`config.mk`:
```
export PLATFORM = sky130hd
export DESIGN_NAME = triad_parity_detector
export DESIGN_NICKNAME = d
export VERILOG_FILES = /design/src/rtl/tpd_pkg.sv /design/src/rtl/tpd_next_state.sv /design/src/rtl/tpd_state_reg.sv /design/src/rtl/tpd_hit_logic.sv /design/src/rtl/triad_parity_detector.sv
export SDC_FILE = /design/constraint.sdc
export NUM_CORES = 1
export LEC_CHECK = 0
export CORE_AREA = 5 5 42 44
export DETAILED_ROUTE_END_ITERATION = 10
export DIE_AREA = 0 0 47 49
export DONT_BUFFER_PORTS = 1
export GPL_TIMING_DRIVEN = 0
export PLACE_DENSITY = 0.3
export SYNTH_ARGS = -nofsm -noshare
export SYNTH_HDL_FRONTEND = slang
export SYNTH_SLANG_ARGS = --single-unit
export TNS_END_PERCENT = 100
```
`constraint.sdc`:
```
create_clock -name clk -period 1.1 [get_ports clk]
set_clock_uncertainty 0.15 [all_clocks]
set_input_delay 0.055 -clock clk [delete_from_list [all_inputs] [get_ports clk]]
set_output_delay 0.055 -clock clk [all_outputs]
set_load 0.05 [all_outputs]
```
`src/rtl/tpd_pkg.sv`:
```
package tpd_pkg;

    // Adjacency-driven codes: bit2 = inside a frame, bit1 = two bits seen,
    // bit0 = first bit (one seen) or prefix parity (two seen).
    typedef enum logic [2:0] {
        ST_IDLE   = 3'b000,
        ST_HEAD0  = 3'b100,
        ST_HEAD1  = 3'b101,
        ST_PAR_EV = 3'b110,
        ST_PAR_OD = 3'b111
    } tpd_state_e;

    localparam int unsigned TPD_STATE_W = $bits(tpd_state_e);

    function automatic tpd_state_e tpd_advance(input tpd_state_e cur, input logic b);
        tpd_state_e nxt;
        case (cur)
            ST_IDLE:             nxt = b ? ST_HEAD1 : ST_HEAD0;
            ST_HEAD0:            nxt = b ? ST_PAR_OD : ST_PAR_EV;
            ST_HEAD1:            nxt = b ? ST_PAR_EV : ST_PAR_OD;
            ST_PAR_EV, ST_PAR_OD: nxt = ST_IDLE;
            default:             nxt = ST_IDLE;
        endcase
        return nxt;
    endfunction

    // Third-bit decision: both prefix bits set, parity bit XOR incoming bit.
    function automatic logic tpd_frame_hit(input tpd_state_e cur, input logic b);
        return cur[2] & cur[1] & (cur[0] ^ b);
    endfunction

endpackage

```
`src/rtl/tpd_next_state.sv`:
```
module tpd_next_state
    import tpd_pkg::*;
(
    input  tpd_state_e cur_state,
    input  logic       bit_vld,
    input  logic       bit_in,
    output tpd_state_e nxt_state
);
    always_comb begin
        if (bit_vld) nxt_state = tpd_advance(cur_state, bit_in);
        else         nxt_state = cur_state;
    end
endmodule

```
`src/rtl/tpd_state_reg.sv`:
```
module tpd_state_reg
    import tpd_pkg::*;
(
    input  logic       clk,
    input  logic       rst,
    input  tpd_state_e nxt_state,
    output tpd_state_e cur_state
);
    always_ff @(posedge clk) begin
        if (rst) cur_state <= ST_IDLE;
        else     cur_state <= nxt_state;
    end
endmodule

```
`src/rtl/tpd_hit_logic.sv`:
```
module tpd_hit_logic
    import tpd_pkg::*;
(
    input  tpd_state_e cur_state,
    input  logic       bit_vld,
    input  logic       bit_in,
    output logic       hit
);
    always_comb hit = bit_vld & tpd_frame_hit(cur_state, bit_in);
endmodule

```
`src/rtl/triad_parity_detector.sv`:
```
module triad_parity_detector
    import tpd_pkg::*;
(
    input  logic clk,
    input  logic rst,
    input  logic bit_vld,
    input  logic bit_in,
    output logic z_out
);
    tpd_state_e state_q;
    tpd_state_e state_d;

    tpd_next_state i_next (
        .cur_state (state_q),
        .bit_vld   (bit_vld),
        .bit_in    (bit_in),
        .nxt_state (state_d)
    );

    tpd_state_reg i_reg (
        .clk       (clk),
        .rst       (rst),
        .nxt_state (state_d),
        .cur_state (state_q)
    );

    tpd_hit_logic i_hit (
        .cur_state (state_q),
        .bit_vld   (bit_vld),
        .bit_in    (bit_in),
        .hit       (z_out)
    );

    // reset always lands in idle
    p_reset_idle_r1: assert property (@(posedge clk) rst |=> state_q == ST_IDLE);

    // unqualified cycles keep the frame position
    p_hold_idle_r5: assert property (@(posedge clk) disable iff (rst)
        !bit_vld |=> $stable(state_q));

    // no detect without a qualified bit
    p_z_needs_vld_r5: assert property (@(posedge clk) disable iff (rst)
        z_out |-> bit_vld);

    // detect only once two prefix bits are held
    p_no_early_z_r3: assert property (@(posedge clk) disable iff (rst)
        (state_q == ST_IDLE || state_q == ST_HEAD0 || state_q == ST_HEAD1) |-> !z_out);

    // a detect closes the frame
    p_frame_close_r4: assert property (@(posedge clk) disable iff (rst)
        z_out |=> state_q == ST_IDLE);

    // third bit of a frame always returns to idle
    p_third_bit_r2: assert property (@(posedge clk) disable iff (rst)
        (bit_vld && state_q[2] && state_q[1]) |=> state_q == ST_IDLE);

endmodule

```
==> metrics.md <==
| Metric | Value |
|---|---|
| Unrepaired setup endpoints after global routing | `true` |
| Die ar. | `2300 µm²` |
| Syn_area_per_cell | `9.46 µm²` |
| Initial DRC count | `3` |
| Rel. slew slack | `78.1%` |
| Final ANT Viol Nets | `0` |
| Setup CP Type | `flop to flop` |
| Max reg flops | `3` |
| Setup TNS | `-0.214 ns` |
| Skew-Pair Late Insertion Delay | `0.23 ns` |
| Placed Area | `175 µm²` |
| N_diodes | `0` |
| First-pass GRT wire length | `634 µm` |
| Placer Congestion | `0.683` |
| Antenna violations before repair | `0` |
| CTS Buf Count | `3` |
| All-layer global routing usage | `4.01%` |
| # rows | `14` |
| Final hold violations | `3` |
| Vias in the first global route | `140` |
| Largest net degree at the start of global routing | `8` |
| Total power | `0.343 mW` |
| Share of post-route cells with drive strength above 1 | `38.1%` |
| Final min period | `1.22 ns` |
| Initial DRT Pass Iterations | `2` |
| Clk sinks | `3` |
| Leak | `0.0694 nW` |
| Max_cap viols | `0` |
| Syn Nets | `20` |
| Worst Setup End Kind | `flop` |
| Nets | `26` |
| Failing checks | `negative hold slack, negative setup slack` |
| Vias per cell | `3.41` |
| Syn Inst Count | `16` |
| CTS H-tree depth | `1` |
| Core Region | `1400 µm²` |
| Cell area after synthesis | `151 µm²` |
| Cts hold-fix bufs | `1` |
| Die Height | `49 µm` |
| Count of cell types in the netlist | `12` |
| Initial core utilization | `10.8%` |
| Fmax | `819 MHz` |
| Final WS setup | `-0.121 ns` |
| PD cells | `1530 nW/µm²` |
| TritonCTS clock tree | `done` |
| Critical path startpoint category | `flop` |
| Routed wire per std cell | `8.51 µm` |
| Largest regs | `i_reg.cur_state: 3 flops` |
| CP required | `1.09 ns` |
| # IOs | `5` |
| Ratio of final minimum period to clock period | `111%` |
| Maximum vdd drop | `0.450 mV` |
| Clock buffer depth | `2` |
| Total wire length | `315 µm` |
| Post-CTS Repair Setup Buffers | `0` |
| Most frequent cells in the layout | `3 x clkbuf_4, 3 x dfxtp_2, 2 x a21oi_1, 2 x or4bb_1` |
| Sequential area share after synthesis | `39.7%` |
| Setup Viol. Count Final | `2` |
| Worst Hold Slack | `-0.156 ns` |
| Crit path max fanout | `5` |
| Clk slew on worst S/H paths | `0.04 ns` |
| Global route overflow | `0` |
| Root Driver | `clkbuf_4` |
| Max Slew Vio Count | `0` |
| Area growth syn-to-layout | `47.9%` |
| Residual DRC count | `0` |
| DP Wirelength | `254 µm` |
| Pre-CTS WS | `-0.130 ns` |
| Largest reg by FF count | `i_reg.cur_state` |
| Min-Delay Path Class | `input pin to flop` |
| Yosys reg bits | `3` |
| Worst-margin pin slew | `0.328 ns` |
| Post-route cell area | `224 µm²` |
| Routed via count | `126` |
| Die W | `47 µm` |
| Crit path DAT | `1.21 ns` |
| Outcome | `finished with violations` |
| YS warnings | `0` |
| IO buf count | `0` |
## per-stage QoR
stage	std cells	util, %
finish	37	16.0
global route	37	16.0
CTS	37	16.0
detailed placement	32	12.5
global placement	32	12.5
floorplan	16	-
## power by group
part	switching, mW	internal [mW]	leakage (nW)	total (mW)
registers	0.00913	0.119	0.0258	0.128
clock network	0.0504	0.135	0.0150	0.186
logic	0.0110	0.0177	0.0287	0.0287
## layout make-up
type	count	area, µm²
sequential	3	63.8
clock buffer	4	26.3
tap	16	20.0
fill	164	1180
timing repair buffer	1	10.0
multi-input combinational	13	104
## worst paths after layout
| kind | slack [ns] | from | endpoint | cells past startpoint |
|---|---|---|---|---|
| setup / recovery | -0.12 | i_reg.cur_state[0] | i_reg.cur_state[0] | 2 |
| hold reg to reg | 0.35 | i_reg.cur_state[2] | i_reg.cur_state[2] | 1 |
| hold / removal | -0.16 | bit_vld | i_reg.cur_state[1] | 2 |
| setup reg to reg | -0.12 | i_reg.cur_state[0] | i_reg.cur_state[0] | 2 |
## critical path, cell delays in order, from the launching register on
cell and delay, ns:
dfxtp_2 0.33, or4bb_1 0.49, a31oi_1 0.17
## cells in the mapped netlist (all sizes together)
cell type  n  area (µm²)
nand3b     1        7.51
o21a       1        7.51
or4bb      2        22.5
nor2       1        3.75
nor2b      1        6.26
a21oi      2        10.0
nand3      1        5.00
a31oi      1        6.26
dfxtp      3        60.1
or2b       1        7.51
nand2b     1        6.26
xnor2      1        8.76
## routing by layer
layer  global-route usage (%)  vias up  part of all wire, %
met3                     3.32        0                  5.1
met1                     4.61       54                   48
met5                        0        -                    0
met4                     2.76        0                    0
li1                         -       69                    -
met2                     4.75        3                   47
## kinds of logic (layout without fill, tap and decap cells)
kind of cell / after synthesis / after routing / share of synthesized area [%]
buffers and inverters: 0 / 5 / 0
AND/OR/NAND/NOR: 8 / 8 / 38.8
flip-flops: 3 / 3 / 39.7
XOR/XNOR: 1 / 1 / 5.79
AO/OA/AOI/OAI: 4 / 4 / 15.7
## timing repair
action | 4_1_cts | 5_1_grt
pin swaps | 2 | 0
endpoints found under the hold margin | 3 | 3
gates resized for setup | 4 | 0
setup endpoints to repair | 2 | 2
No activity file was read; power rests on OpenSTA's default activity.
